**config.mk**
```make
export PLATFORM = sky130hd
export DESIGN_NAME = rxerr_status
export DESIGN_NICKNAME = d
export VERILOG_FILES = /design/src/rtl/rxerr_pkg.sv /design/src/rtl/rxerr_rst_sync.sv /design/src/rtl/rxerr_sticky_bank.sv /design/src/rtl/rxerr_break_live.sv /design/src/rtl/rxerr_status.sv
export SDC_FILE = /design/constraint.sdc
export NUM_CORES = 1
export LEC_CHECK = 0
export BUFFER_PORTS_ARGS = -buffer_cell sky130_fd_sc_hd__buf_2
export CAP_MARGIN = 20
export CORE_AREA = 8 8 45 47
export DETAILED_ROUTE_END_ITERATION = 12
export DIE_AREA = 0 0 53 55
export GPL_TIMING_DRIVEN = 0
export HOLD_SLACK_MARGIN = 0.15
export SYNTH_ARGS = -nofsm -noshare
export SYNTH_HDL_FRONTEND = slang
export SYNTH_SLANG_ARGS = --single-unit
```
**constraint.sdc**
```tcl
create_clock -name clk -period 1.4 [get_ports clk]
set_input_delay 0.28 -clock clk [delete_from_list [all_inputs] [get_ports clk]]
set_output_delay 0.28 -clock clk [all_outputs]
set_load 0.02 [all_outputs]
```
**src/rtl/rxerr_pkg.sv**
```systemverilog
package rxerr_pkg;
  // Count of sticky error kinds and count of reserved low bits
  localparam int NUM_ERR  = 4;
  localparam int RSVD_W   = 3;
  // Derived layout of the status word
  localparam int ERR_LSB  = RSVD_W;
  localparam int LIVE_BIT = RSVD_W + NUM_ERR;
  localparam int STATUS_W = RSVD_W + NUM_ERR + 1;
  // Index of each error kind inside the sticky bank
  localparam int IDX_BREAK  = 0;
  localparam int IDX_FRAME  = 1;
  localparam int IDX_PARITY = 2;
  localparam int IDX_OVFL   = 3;
endpackage

```
**src/rtl/rxerr_rst_sync.sv**
```systemverilog
module rxerr_rst_sync #(
  parameter int STAGES = 2
) (
  input  logic clk,
  input  logic rst_n,
  output logic rst_n_sync
);
  logic [STAGES-1:0] sync_q;
  logic [STAGES-1:0] sync_d;

  always_comb begin
    sync_d = {sync_q[STAGES-2:0], 1'b1};
  end

  always_ff @(posedge clk or negedge rst_n) begin
    if (!rst_n) begin
      sync_q <= '0;
    end else begin
      sync_q <= sync_d;
    end
  end

  assign rst_n_sync = sync_q[STAGES-1];
endmodule

```
**src/rtl/rxerr_sticky_bank.sv**
```systemverilog
module rxerr_sticky_bank #(
  parameter int N = 4
) (
  input  logic         clk,
  input  logic         rst_n,
  input  logic [N-1:0] evt_i,
  input  logic         rd_i,
  output logic [N-1:0] flag_o
);
  logic [N-1:0] flag_q;
  logic [N-1:0] flag_d;
  logic         upd_en;

  // A new event takes priority over the read clear
  for (genvar gi = 0; gi < N; gi++) begin : g_flag
    assign flag_d[gi] = evt_i[gi] | (flag_q[gi] & ~rd_i);

    // an event sets this flag at the next edge
    flag_set_chk: assert property (@(posedge clk) disable iff (!rst_n)
      evt_i[gi] |=> flag_q[gi]);

    // a read without an event clears this flag
    flag_clr_chk: assert property (@(posedge clk) disable iff (!rst_n)
      (rd_i && !evt_i[gi]) |=> !flag_q[gi]);

    // with no event and no read, this flag holds its value
    flag_hold_chk: assert property (@(posedge clk) disable iff (!rst_n)
      (!rd_i && !evt_i[gi]) |=> $stable(flag_q[gi]));
  end

  assign upd_en = rd_i | (|evt_i);

  always_ff @(posedge clk or negedge rst_n) begin
    if (!rst_n) begin
      flag_q <= '0;
    end else if (upd_en) begin
      flag_q <= flag_d;
    end
  end

  assign flag_o = flag_q;
endmodule

```
**src/rtl/rxerr_break_live.sv**
```systemverilog
module rxerr_break_live (
  input  logic clk,
  input  logic rst_n,
  input  logic brk_i,
  output logic live_o
);
  logic live_q;
  logic live_d;
  logic live_en;

  assign live_d  = brk_i;
  assign live_en = live_q ^ brk_i;

  always_ff @(posedge clk or negedge rst_n) begin
    if (!rst_n) begin
      live_q <= 1'b0;
    end else if (live_en) begin
      live_q <= live_d;
    end
  end

  assign live_o = live_q;
endmodule

```
**src/rtl/rxerr_status.sv**
```systemverilog
module rxerr_status
  import rxerr_pkg::*;
(
  input  logic                clk,
  input  logic                rst_n,
  input  logic                evt_break,
  input  logic                evt_frame,
  input  logic                evt_parity,
  input  logic                evt_ovfl,
  input  logic                brk_level,
  input  logic                rd_stb,
  output logic [STATUS_W-1:0] status_o
);
  logic               rst_n_int;
  logic [NUM_ERR-1:0] evt_vec;
  logic [NUM_ERR-1:0] flags;
  logic               live_brk;

  always_comb begin
    evt_vec             = '0;
    evt_vec[IDX_BREAK]  = evt_break;
    evt_vec[IDX_FRAME]  = evt_frame;
    evt_vec[IDX_PARITY] = evt_parity;
    evt_vec[IDX_OVFL]   = evt_ovfl;
  end

  rxerr_rst_sync #(.STAGES(2)) u_rst (
    .clk        (clk),
    .rst_n      (rst_n),
    .rst_n_sync (rst_n_int)
  );

  rxerr_sticky_bank #(.N(NUM_ERR)) u_bank (
    .clk    (clk),
    .rst_n  (rst_n_int),
    .evt_i  (evt_vec),
    .rd_i   (rd_stb),
    .flag_o (flags)
  );

  rxerr_break_live u_live (
    .clk    (clk),
    .rst_n  (rst_n_int),
    .brk_i  (brk_level),
    .live_o (live_brk)
  );

  always_comb begin
    status_o                          = '0;
    status_o[ERR_LSB +: NUM_ERR]      = flags;
    status_o[LIVE_BIT]                = live_brk;
  end


  always_comb begin
    rsvd_zero_chk: assert (status_o[RSVD_W-1:0] == '0);
  end


  live_follow_chk: assert property (@(posedge clk) disable iff (!rst_n_int)
    brk_level |=> status_o[LIVE_BIT]);


  live_drop_chk: assert property (@(posedge clk) disable iff (!rst_n_int)
    !brk_level |=> !status_o[LIVE_BIT]);


  collide_set_chk: assert property (@(posedge clk) disable iff (!rst_n_int)
    (rd_stb && evt_parity) |=> status_o[ERR_LSB + IDX_PARITY]);
endmodule

```
==> Yosys cells after proc, flatten, opt, wreduce, memory -nomap -nowiden <==
Index checks and enable logic that the tools add are counted.
{ "op_classes": {"bitwise_logic": 11, "n_reduce_logical": 1} }
{ "ops": {"columns": ["cell", "count"], "rows": [
  ["OR 1 bit", 5],
  ["bitwise AND 1 bit", 4],
  ["OR reduction 4 bit", 1],
  ["inverter 1 bit", 1],
  ["bitwise XOR 1 bit", 1]
]} }
{ "totals": {"output_inout_bits": 8, "register_bits": 7, "in_bits": 8, "word_cells": 15} }

==> Depth between registers and ports, before layout <==
Gate-level depths: netlist (run 1).
{ "logic_depth": {"ltp_word": 3, "ltp_mapped": 2, "ltp_nobuf": 2} }

==> Modules after synthesis <==
From an unflattened synthesis (run 1), not the netlist that was laid out.
{ "hier_totals": {"hier_cells": 19, "area_unflattened_um2": 250.2} }
{ "by_module_without_submodules": {"columns": ["mod", "cells_per_inst", "area_each_um2", "seq_area_each_um2", "instances"], "rows": [
  ["rxerr_sticky_bank", 9, 133.9, 100.1, 1],
  ["rxerr_rst_sync", 3, 53.8, 50.0, 1],
  ["rxerr_status", 5, 33.8, 0.0, 1],
  ["rxerr_break_live", 2, 28.8, 25.0, 1]
]} }

==> Worst setup path after synthesis (run 1) <==
Ideal clock, no wire load.
{ "synth_timing": {"kind": "flip-flop to output port", "from": "register u_live.live_q (netlist: u_live.live_o)", "to": "output status_o[7]", "path_slack_ps": 638, "t_arrival_ps": 482, "path_stages_with_launch": 2, "path_buffers": 1, "path_cell_list": "dfrtp_1 > buf_4"} }
{ "synth_rtl": {"columns": ["element", "line", "rtl"], "rows": [
  ["start, declared", "rxerr_break_live.sv:7", "logic live_q;"],
  ["start signal, assigned", "rxerr_break_live.sv:18", "live_q <= live_d;"],
  ["end, declared", "rxerr_status.sv:12", "output logic [STATUS_W-1:0] status_o"]
]} }
No word-level cell between the ends.

==> Worst setup path in the final report (run 1) <==
{ "layout_timing": {"from": "register u_live.live_q (netlist: u_live.live_o)", "to": "output status_o[7]"} }
No word-level cell between the ends.

==> results of run 1 <==
-- power by group through the flow --
| stage | Combinational [µW] | Clock, µW | Sequential [µW] |
|---|---|---|---|
| after floorplan | 26.1 | 0 | 235 |
| after global placement | 56.5 | 0 | 225 |
| after detailed placement | 56.9 | 0 | 225 |
| after CTS | 66.3 | 191 | 219 |
| after global routing | 71.1 | 202 | 220 |
| final | 65.3 | 178 | 219 |
-- Yosys cell counts, drive strengths merged --
cell / count / area [µm²]
dfrtp: 7 / 175.2
a21o: 4 / 30.03
buf: 4 / 30.03
conb: 2 / 7.510
clkbuf: 1 / 3.750
inv: 1 / 3.750
-- state kept, by name, indices dropped and copies added, names as in the netlist --
signal and count:
u_live.live_o 1, u_bank.flag_o 4, u_rst.sync_q 2
-- logic make-up (layout without fill, tap and decap cells) --
logic type	after synthesis	count (layout)	share of synthesized area
compound gates	4	4	0.1200
buf+inv	6	24	0.1500
flops	7	7	0.7000
other cells	2	4	0.03001
-- metrics by stage --
step,util,total power [µW],hold WS [ns]
4_1_cts,0.2821,475.8,0.1995
6_report,0.2821,462.1,0.2083
5_1_grt,0.2821,493.0,0.2011
3_5_place_dp,0.2405,282.1,0.06580
3_3_place_gp,0.2405,281.3,0.06598
2_1_floorplan,-,260.8,-0.01559
-- metal layers --
metal,vias to the layer above,share of wire
met2,10,0.43
met5,-,0
met4,0,0
met3,0,0.24
li1,89,-
met1,76,0.33
-- final cells by class --
cell class / count / area [µm²] / area share
Sequential cell: 7 / 175.2 / 0.4487
Timing Repair Buffer: 14 / 85.08 / 0.2179
Multi-Input combinational cell: 8 / 45.04 / 0.1154
Buffer: 5 / 33.78 / 0.08654
Clock buffer: 3 / 22.52 / 0.05769
Tap cell: 16 / 20.02 / 0.05128
Clock inverter: 1 / 5.005 / 0.01282
Inverter: 1 / 3.754 / 0.009615
-- worst max path at each step --
| stage | cells past startpoint | start | slack, ns | end |
|---|---|---|---|---|
| 6_report | 2 | u_live.live_o | 0.25 | status_o[7] |
| 3_3_place_gp | 2 | u_live.live_o | 0.52 | status_o[7] |
| 5_1_grt | 2 | u_live.live_o | 0.21 | status_o[7] |
| 3_5_place_dp | 2 | u_live.live_o | 0.52 | status_o[7] |
| 4_1_cts | 2 | u_live.live_o | 0.24 | status_o[7] |
| 2_1_floorplan | 1 | u_live.live_o | 0.64 | status_o[7] |
==> results.json, run 1 <==
{
  "status": "finished, final reports clean",
  "holdCritStartpoint": "evt_frame",
  "grt.busiest_layer": "met3",
  "clock_latency_ns": 0.25,
  "r2r_setup_slack_ns": 0.59,
  "ant_nets": 0,
  "pin_count": 16,
  "cap_violations": 0,
  "postCtsSetupBuffers": 0,
  "cts_hold_buffers": 3,
  "start_kind": "register",
  "synth_cell_type_count": 6,
  "port_buffers": 11,
  "clock_skew_ns": 0.004651,
  "hold_viol_final": 0,
  "grt_overflow": 0,
  "nets": 48,
  "power.density_nw_per_um2": 1184,
  "grtUsageMet3": 0.05615,
  "yosys_warnings": 0,
  "cts_sinks": 7,
  "drt_iter0_drc": 1,
  "dp_slack_ns": 0.5196,
  "drc": 0,
  "r2r_end": "u_bank.flag_o[2]",
  "htreeDepth": 1,
  "cp.required_ns": 1.12,
  "hp-class": "in -> reg",
  "critPathTopFamily": "flip-flops",
  "drive_above_1_share": 0.5128,
  "power_frac_comb": 0.141,
  "arrival_ns": 0.87,
  "cpPeakStageDelay_ns": 0.35,
  "sw_frac_of_total": 0.2437,
  "crit_chain": "buf_4 -> buf_2",
  "layout_setup_ws_ns": 0.2539,
  "row_count": 14,
  "use_met1": 0.02782,
  "endpoint_kind": "output pin",
  "gp_congestion": 0.6265,
  "antenna_cells": 0,
  "timing.fmax_mhz": 872.5,
  "ys_seq_area_frac": 0.7000,
  "die_h_um": 55,
  "netlist_instances": 19,
  "final_common_cell": "buf_2",
  "dr_total_vias": 175,
  "dp_hpwl_um": 420.6,
  "numCtsBuffers": 3,
  "avgSynthCellArea_um2": 13.17,
  "grt_pass1_vias": 168,
  "track_usage": 0.03683,
  "final_min_period_over_clock_period": 0.8187,
  "syn2layout_area_growth_pct": 56.00,
  "period_minus_slack_ns": 1.146,
  "clk_root_buffer_cell": "clkbuf_4",
  "start_util": 0.1808,
  "clk_path_buf_depth": 2,
  "wl_per_cell_um": 9.018,
  "antenna_found_initial": 0,
  "path_buf_inv": 2,
  "whs_path_depth": 2,
  "sequentialPowerShare": 0.474,
  "critical_path_peak_fanout": 1,
  "final_cells": 55,
  "fillers": 161,
  "synth_area_um2": 250.2,
  "synth-seq-cells": 7,
  "p_leak_uw": 0.0002108,
  "fin_area_um2": 390.4,
  "rsz0062_at_grt": "false",
  "grt_max_degree": 6,
  "first_pass_iters": 2,
  "cts_tree": "done",
  "dpl_cell_area_um2": 332.8,
  "max-vdd-ir-drop_mv": 0.3478,
  "p_clk_frac": 0.385,
  "viasPerCell": 3.182,
  "grt_pass1_wl_um": 696,
  "finalMaxSlewViolations": 0,
  "grtUsageMet2": 0.04883,
  "min_to": "u_bank.flag_o[1]",
  "core_area_um2": 1384,
  "tns_ns": 0,
  "cpMaxStageDelayCell": "dfrtp_1",
  "ctsResizeCount": 0,
  "setup_viol": 0,
  "power_switching_uw": 112.6,
  "clkSlewWorstSetupHoldPaths_ns": 0.05,
  "dp_cells": 48,
  "internal_power_uw": 349.4,
  "die_width_um": 53,
  "drt_wl_total_um": 496,
  "die_area_um2": 2915,
  "rr_worst_depth": 1,
  "critical_path_class": "reg -> out",
  "reg2reg_from": "u_rst.sync_q[1]",
  "final_cell_mix": "11 x buf_2, 7 x dfrtp_1, 4 x a21o_1, 4 x buf_4, 4 x conb_1"
}
Note: power is estimated with default switching activity, not from simulation.
==> inputs of run 2 (changes only) <==
clock period = 0.95 ns   (was 1.4 ns; I/O delays follow)
==> run 2 against run 1 <==
  * The flow now finishes with violations (negative setup slack)
  * Clock skew increased by 0.00089 ns
  * Sequential power increased by 49%
  * Register-to-register slack got worse by 0.45 ns
  * Cell count increased by 9.1%
  * Via count increased by 14%
==> results.json, run 2 (synthesized netlist as in run 1, its figures left out) <==
{
  "rsz0062_at_grt": "true",
  "grt_max_degree": 6,
  "dp_cells": 48,
  "hold_viol_final": 0,
  "grt_pass1_vias": 203,
  "gp_congestion": 0.6265,
  "port_buffers": 11,
  "die_width_um": 53,
  "cp.required_ns": 0.76,
  "drive_above_1_share": 0.4773,
  "endpoint_kind": "output pin",
  "nets": 53,
  "cpMaxStageDelayCell": "dfrtp_1",
  "arrival_ns": 0.77,
  "row_count": 14,
  "grt_overflow": 0,
  "viasPerCell": 3.333,
  "drt_wl_total_um": 526,
  "clk_path_buf_depth": 2,
  "status": "complete, but fails checks",
  "cpPeakStageDelay_ns": 0.38,
  "antenna_found_initial": 0,
  "critPathTopFamily": "flip-flops",
  "critical_path_class": "reg -> out",
  "wl_per_cell_um": 8.767,
  "max-vdd-ir-drop_mv": 0.5624,
  "core_area_um2": 1384,
  "path_buf_inv": 1,
  "start_kind": "register",
  "tns_ns": -0.01049,
  "cts_sinks": 7,
  "drt_iter0_drc": 0,
  "cap_violations": 0,
  "clock_latency_ns": 0.25,
  "dr_total_vias": 200,
  "setup_viol": 2,
  "dp_hpwl_um": 420.6,
  "finalMaxSlewViolations": 0,
  "largest_register_ffs": 4,
  "grt_pass1_wl_um": 807,
  "clkSlewWorstSetupHoldPaths_ns": 0.06,
  "ant_nets": 0,
  "first_pass_iters": 1,
  "clk_root_buffer_cell": "clkbuf_4",
  "final_min_period_over_clock_period": 1.007,
  "violations": "negative setup slack",
  "numCtsBuffers": 3,
  "dp_slack_ns": 0.1596,
  "die_area_um2": 2915,
  "syn2layout_area_growth_pct": 87.50,
  "die_h_um": 55,
  "htreeDepth": 1,
  "track_usage": 0.04068,
  "crit_chain": "buf_6",
  "final_cells": 60,
  "p_leak_uw": 0.0002445,
  "fillers": 160,
  "pin_count": 16,
  "clock_skew_ns": 0.005545,
  "critical_path_peak_fanout": 2,
  "final_cell_mix": "7 x dlygate4sd3_1, 7 x dfrtp_1, 6 x buf_2",
  "start_util": 0.1808,
  "drc": 0,
  "layout_setup_ws_ns": -0.006427,
  "power.density_nw_per_um2": 1530,
  "period_minus_slack_ns": 0.9564,
  "cts_tree": "done",
  "antenna_cells": 0,
  "timing.fmax_mhz": 1046,
  "hp-class": "in -> reg",
  "r2r_setup_slack_ns": 0.14
}
==> run 2: worst min-delay path: stages <==
cell	delay [ns]
buf_2	0.08
inv_2	0.04
a21o_1	0.15
==> run 2: worst paths after layout <==
check	to	cells past startpoint	start
setup / recovery	status_o[3]	1	u_bank.flag_o[0]
hold / removal	u_bank.flag_o[3]	3	rd_stb
setup reg to reg	u_bank.flag_o[2]	1	u_rst.sync_q[1]
hold reg to reg	u_rst.sync_q[1]	0	u_rst.sync_q[0]
max in group asynchronous	u_bank.flag_o[2]	1	u_rst.sync_q[1]
min in group asynchronous	u_rst.sync_q[1]	2	rst_n
==> run 2: stage by stage <==
stage	hold WS, ns	instance area, µm²	utilization	power [µW]
2_1_floorplan	-0.1056	257.7	-	384.3
3_3_place_gp	-0.02402	332.8	0.2405	414.6
3_5_place_dp	-0.02420	332.8	0.2405	415.7
4_1_cts	0.2447	454.2	0.3282	730.2
5_1_grt	0.2482	469.2	0.3391	765.4
6_report	0.2523	469.2	0.3391	717.7
==> run 2: repair_timing <==
| action | 4_1_cts | 5_1_grt |
|---|---|---|
| gates resized for setup | 10 | 0 |
| setup buffers | 0 | 2 |
| endpoints found under the hold margin | 12 | 0 |
| hold buffers | 7 | 0 |
| setup endpoints to repair | 5 | 5 |
==> run 2: area by class of cell <==
| cell class | count | area, µm² | share of cell area |
|---|---|---|---|
| Sequential cell | 7 | 175.2 | 0.3733 |
| Timing Repair Buffer | 20 | 171.4 | 0.3653 |
| Multi-Input combinational cell | 8 | 45.04 | 0.09600 |
| Buffer | 4 | 26.28 | 0.05600 |
| Clock buffer | 3 | 22.52 | 0.04800 |
| Tap cell | 16 | 20.02 | 0.04267 |
| Clock inverter | 1 | 5.005 | 0.01067 |
| Inverter | 1 | 3.754 | 0.008000 |
==> run 2: routing by layer <==
layer  share of wire  track usage  vias to the layer above
li1                -            -                       98
met1            0.35      0.03555                       92
met2            0.47      0.06055                       10
met3            0.18      0.04545                        0
met4               0      0.01293                        0
met5               0            0                        -
==> run 2: report_power, final <==
part / total [µW] / switching [µW] / internal, µW
Sequential: 326 / 9.13 / 317
Clock: 262 / 108 / 154
Combinational: 130 / 54.4 / 75.8
Total: 718 / 172 / 546
==> inputs of run 3 (changes only) <==
BUFFER_PORTS_ARGS = -buffer_cell sky130_fd_sc_hd__buf_4   (was -buffer_cell sky130_fd_sc_hd__buf_2)
GPL_ROUTABILITY_DRIVEN = 0   (was unset)
==> run 3 against run 2 <==
  * The flow still finishes with violations (negative setup slack)
  * Clock skew down 0.0036 ns
  * Clock power up 4%
  * Via count up 6.0%
==> results.json, run 3 (synthesized netlist as in run 1, its figures left out) <==
{
  "clock_skew_ns": 0.001912,
  "drive_above_1_share": 0.4667,
  "cts_tree": "done",
  "endpoint_kind": "output pin",
  "clock_latency_ns": 0.25,
  "drt_wl_total_um": 604,
  "rr_worst_depth": 1,
  "clk_path_buf_depth": 2,
  "grt_pass1_vias": 216,
  "cap_violations": 0,
  "hold_slack_ns": 0.2475,
  "reg2reg_from": "u_rst.sync_q[1]",
  "critPathTopFamily": "flip-flops",
  "largest_register_ffs": 4,
  "clk_root_buffer_cell": "clkbuf_4",
  "critical_path_peak_fanout": 2,
  "viasPerCell": 3.475,
  "fin_area_um2": 490.5,
  "max-vdd-ir-drop_mv": 0.4521,
  "dp_hpwl_um": 424.8,
  "dpl_cell_area_um2": 360.3,
  "final_cell_mix": "12 x buf_4, 7 x dlygate4sd3_1, 7 x dfrtp_1",
  "hold_viol_final": 0,
  "antenna_cells": 0,
  "grt_pass1_wl_um": 876,
  "dr_total_vias": 212,
  "cts_sinks": 7,
  "wl_per_cell_um": 9.902,
  "hp-class": "in -> reg",
  "row_count": 14,
  "nets": 54,
  "critical_path_class": "reg -> out",
  "die_area_um2": 2915,
  "min_to": "u_bank.flag_o[1]",
  "rsz0062_at_grt": "true",
  "htreeDepth": 1,
  "power.density_nw_per_um2": 1513,
  "path_buf_inv": 1,
  "violations": "negative setup slack",
  "clkSlewWorstSetupHoldPaths_ns": 0.05,
  "grt_max_degree": 6,
  "core_area_um2": 1384,
  "port_buffers": 11,
  "first_pass_iters": 1,
  "period_minus_slack_ns": 0.9709,
  "arrival_ns": 0.78,
  "numCtsBuffers": 3,
  "cp.required_ns": 0.76,
  "setup_viol": 4,
  "r2r_end": "u_live.live_o",
  "ant_nets": 0,
  "finalMaxSlewViolations": 0,
  "r2r_setup_slack_ns": 0.15,
  "start_util": 0.1808,
  "final_common_cell": "buf_4",
  "pin_count": 16,
  "cpMaxStageDelayCell": "dfrtp_1",
  "syn2layout_area_growth_pct": 96.00,
  "crit_start": "u_bank.flag_o[2]",
  "crit_chain": "buf_6",
  "status": "complete, but fails checks",
  "antenna_found_initial": 0,
  "grt_overflow": 0,
  "layout_setup_ws_ns": -0.02087,
  "drt_iter0_drc": 0,
  "p_leak_uw": 0.0002516,
  "cpPeakStageDelay_ns": 0.39,
  "start_kind": "register",
  "holdCritStartpoint": "rd_stb",
  "die_width_um": 53,
  "fillers": 155,
  "whs_path_depth": 3,
  "drc": 0,
  "die_h_um": 55,
  "track_usage": 0.04458,
  "timing.fmax_mhz": 1030,
  "final_min_period_over_clock_period": 1.022
}
[run 3: changes by cell type in the layout (fill, tap and decap cells not counted), sizes merged]
cell,previous run,this run
buf,16,17
clkinv,1,0
clkbuf,4,5
[run 3: power breakdown]
group	total, µW	leakage, µW	switching [µW]	internal [µW]
clock	273	0.0000150	113	160
combinational	143	0.000159	56.6	85.9
sequential	326	0.0000780	9.93	317
total	742	0.000252	179	563
[run 3: through the flow]
| step | worst slack [ns] | utilization | instances | power [µW] | TNS [ns] |
|---|---|---|---|---|---|
| 6_report | -0.02087 | 0.3544 | 61 | 742.1 | -0.04571 |
| 3_5_place_dp | 0.1616 | 0.2604 | 48 | 431.7 | 0 |
| 3_3_place_gp | 0.1606 | 0.2604 | 48 | 430.0 | 0 |
| 2_1_floorplan | 0.2105 | - | 21 | 384.3 | 0 |
| 5_1_grt | -0.03875 | 0.3544 | 61 | 779.2 | -0.1501 |
| 4_1_cts | -0.02884 | 0.3490 | 60 | 749.3 | -0.07551 |
[run 3: worst max path at each step]
stage / end / slack [ns] / cells after the start
floorplan: u_bank.flag_o[0] / 0.21 / 1
global placement: status_o[7] / 0.16 / 2
detailed placement: status_o[7] / 0.16 / 2
CTS: status_o[5] / -0.03 / 1
global route: status_o[5] / -0.04 / 1
finish: status_o[5] / -0.02 / 1
[run 3: final cells by class]
class	instances	area, µm²	area share
Multi-Input combinational cell	8	45.04	0.09184
Tap cell	16	20.02	0.04082
Buffer	4	26.28	0.05357
Inverter	1	3.754	0.007653
Timing Repair Buffer	21	193.9	0.3954
Clock buffer	4	26.28	0.05357
Sequential cell	7	175.2	0.3571
[run 3: what timing repair did]
action	4_1_cts	5_1_grt
endpoints found under the setup margin	5	5
cloned	0	0
gates resized for setup	5	0
setup buffers	2	1
hold buffers	7	0
hold endpoints to repair	12	0
[run 3: layer usage]
metal | vias up | wire (µm) | track usage
met4 | 0 | 0 | 0.03879
li1 | 101 | - | -
met3 | 0 | 104 | 0.04011
met1 | 99 | 199 | 0.03876
met2 | 12 | 301 | 0.06250
met5 | - | 0 | 0
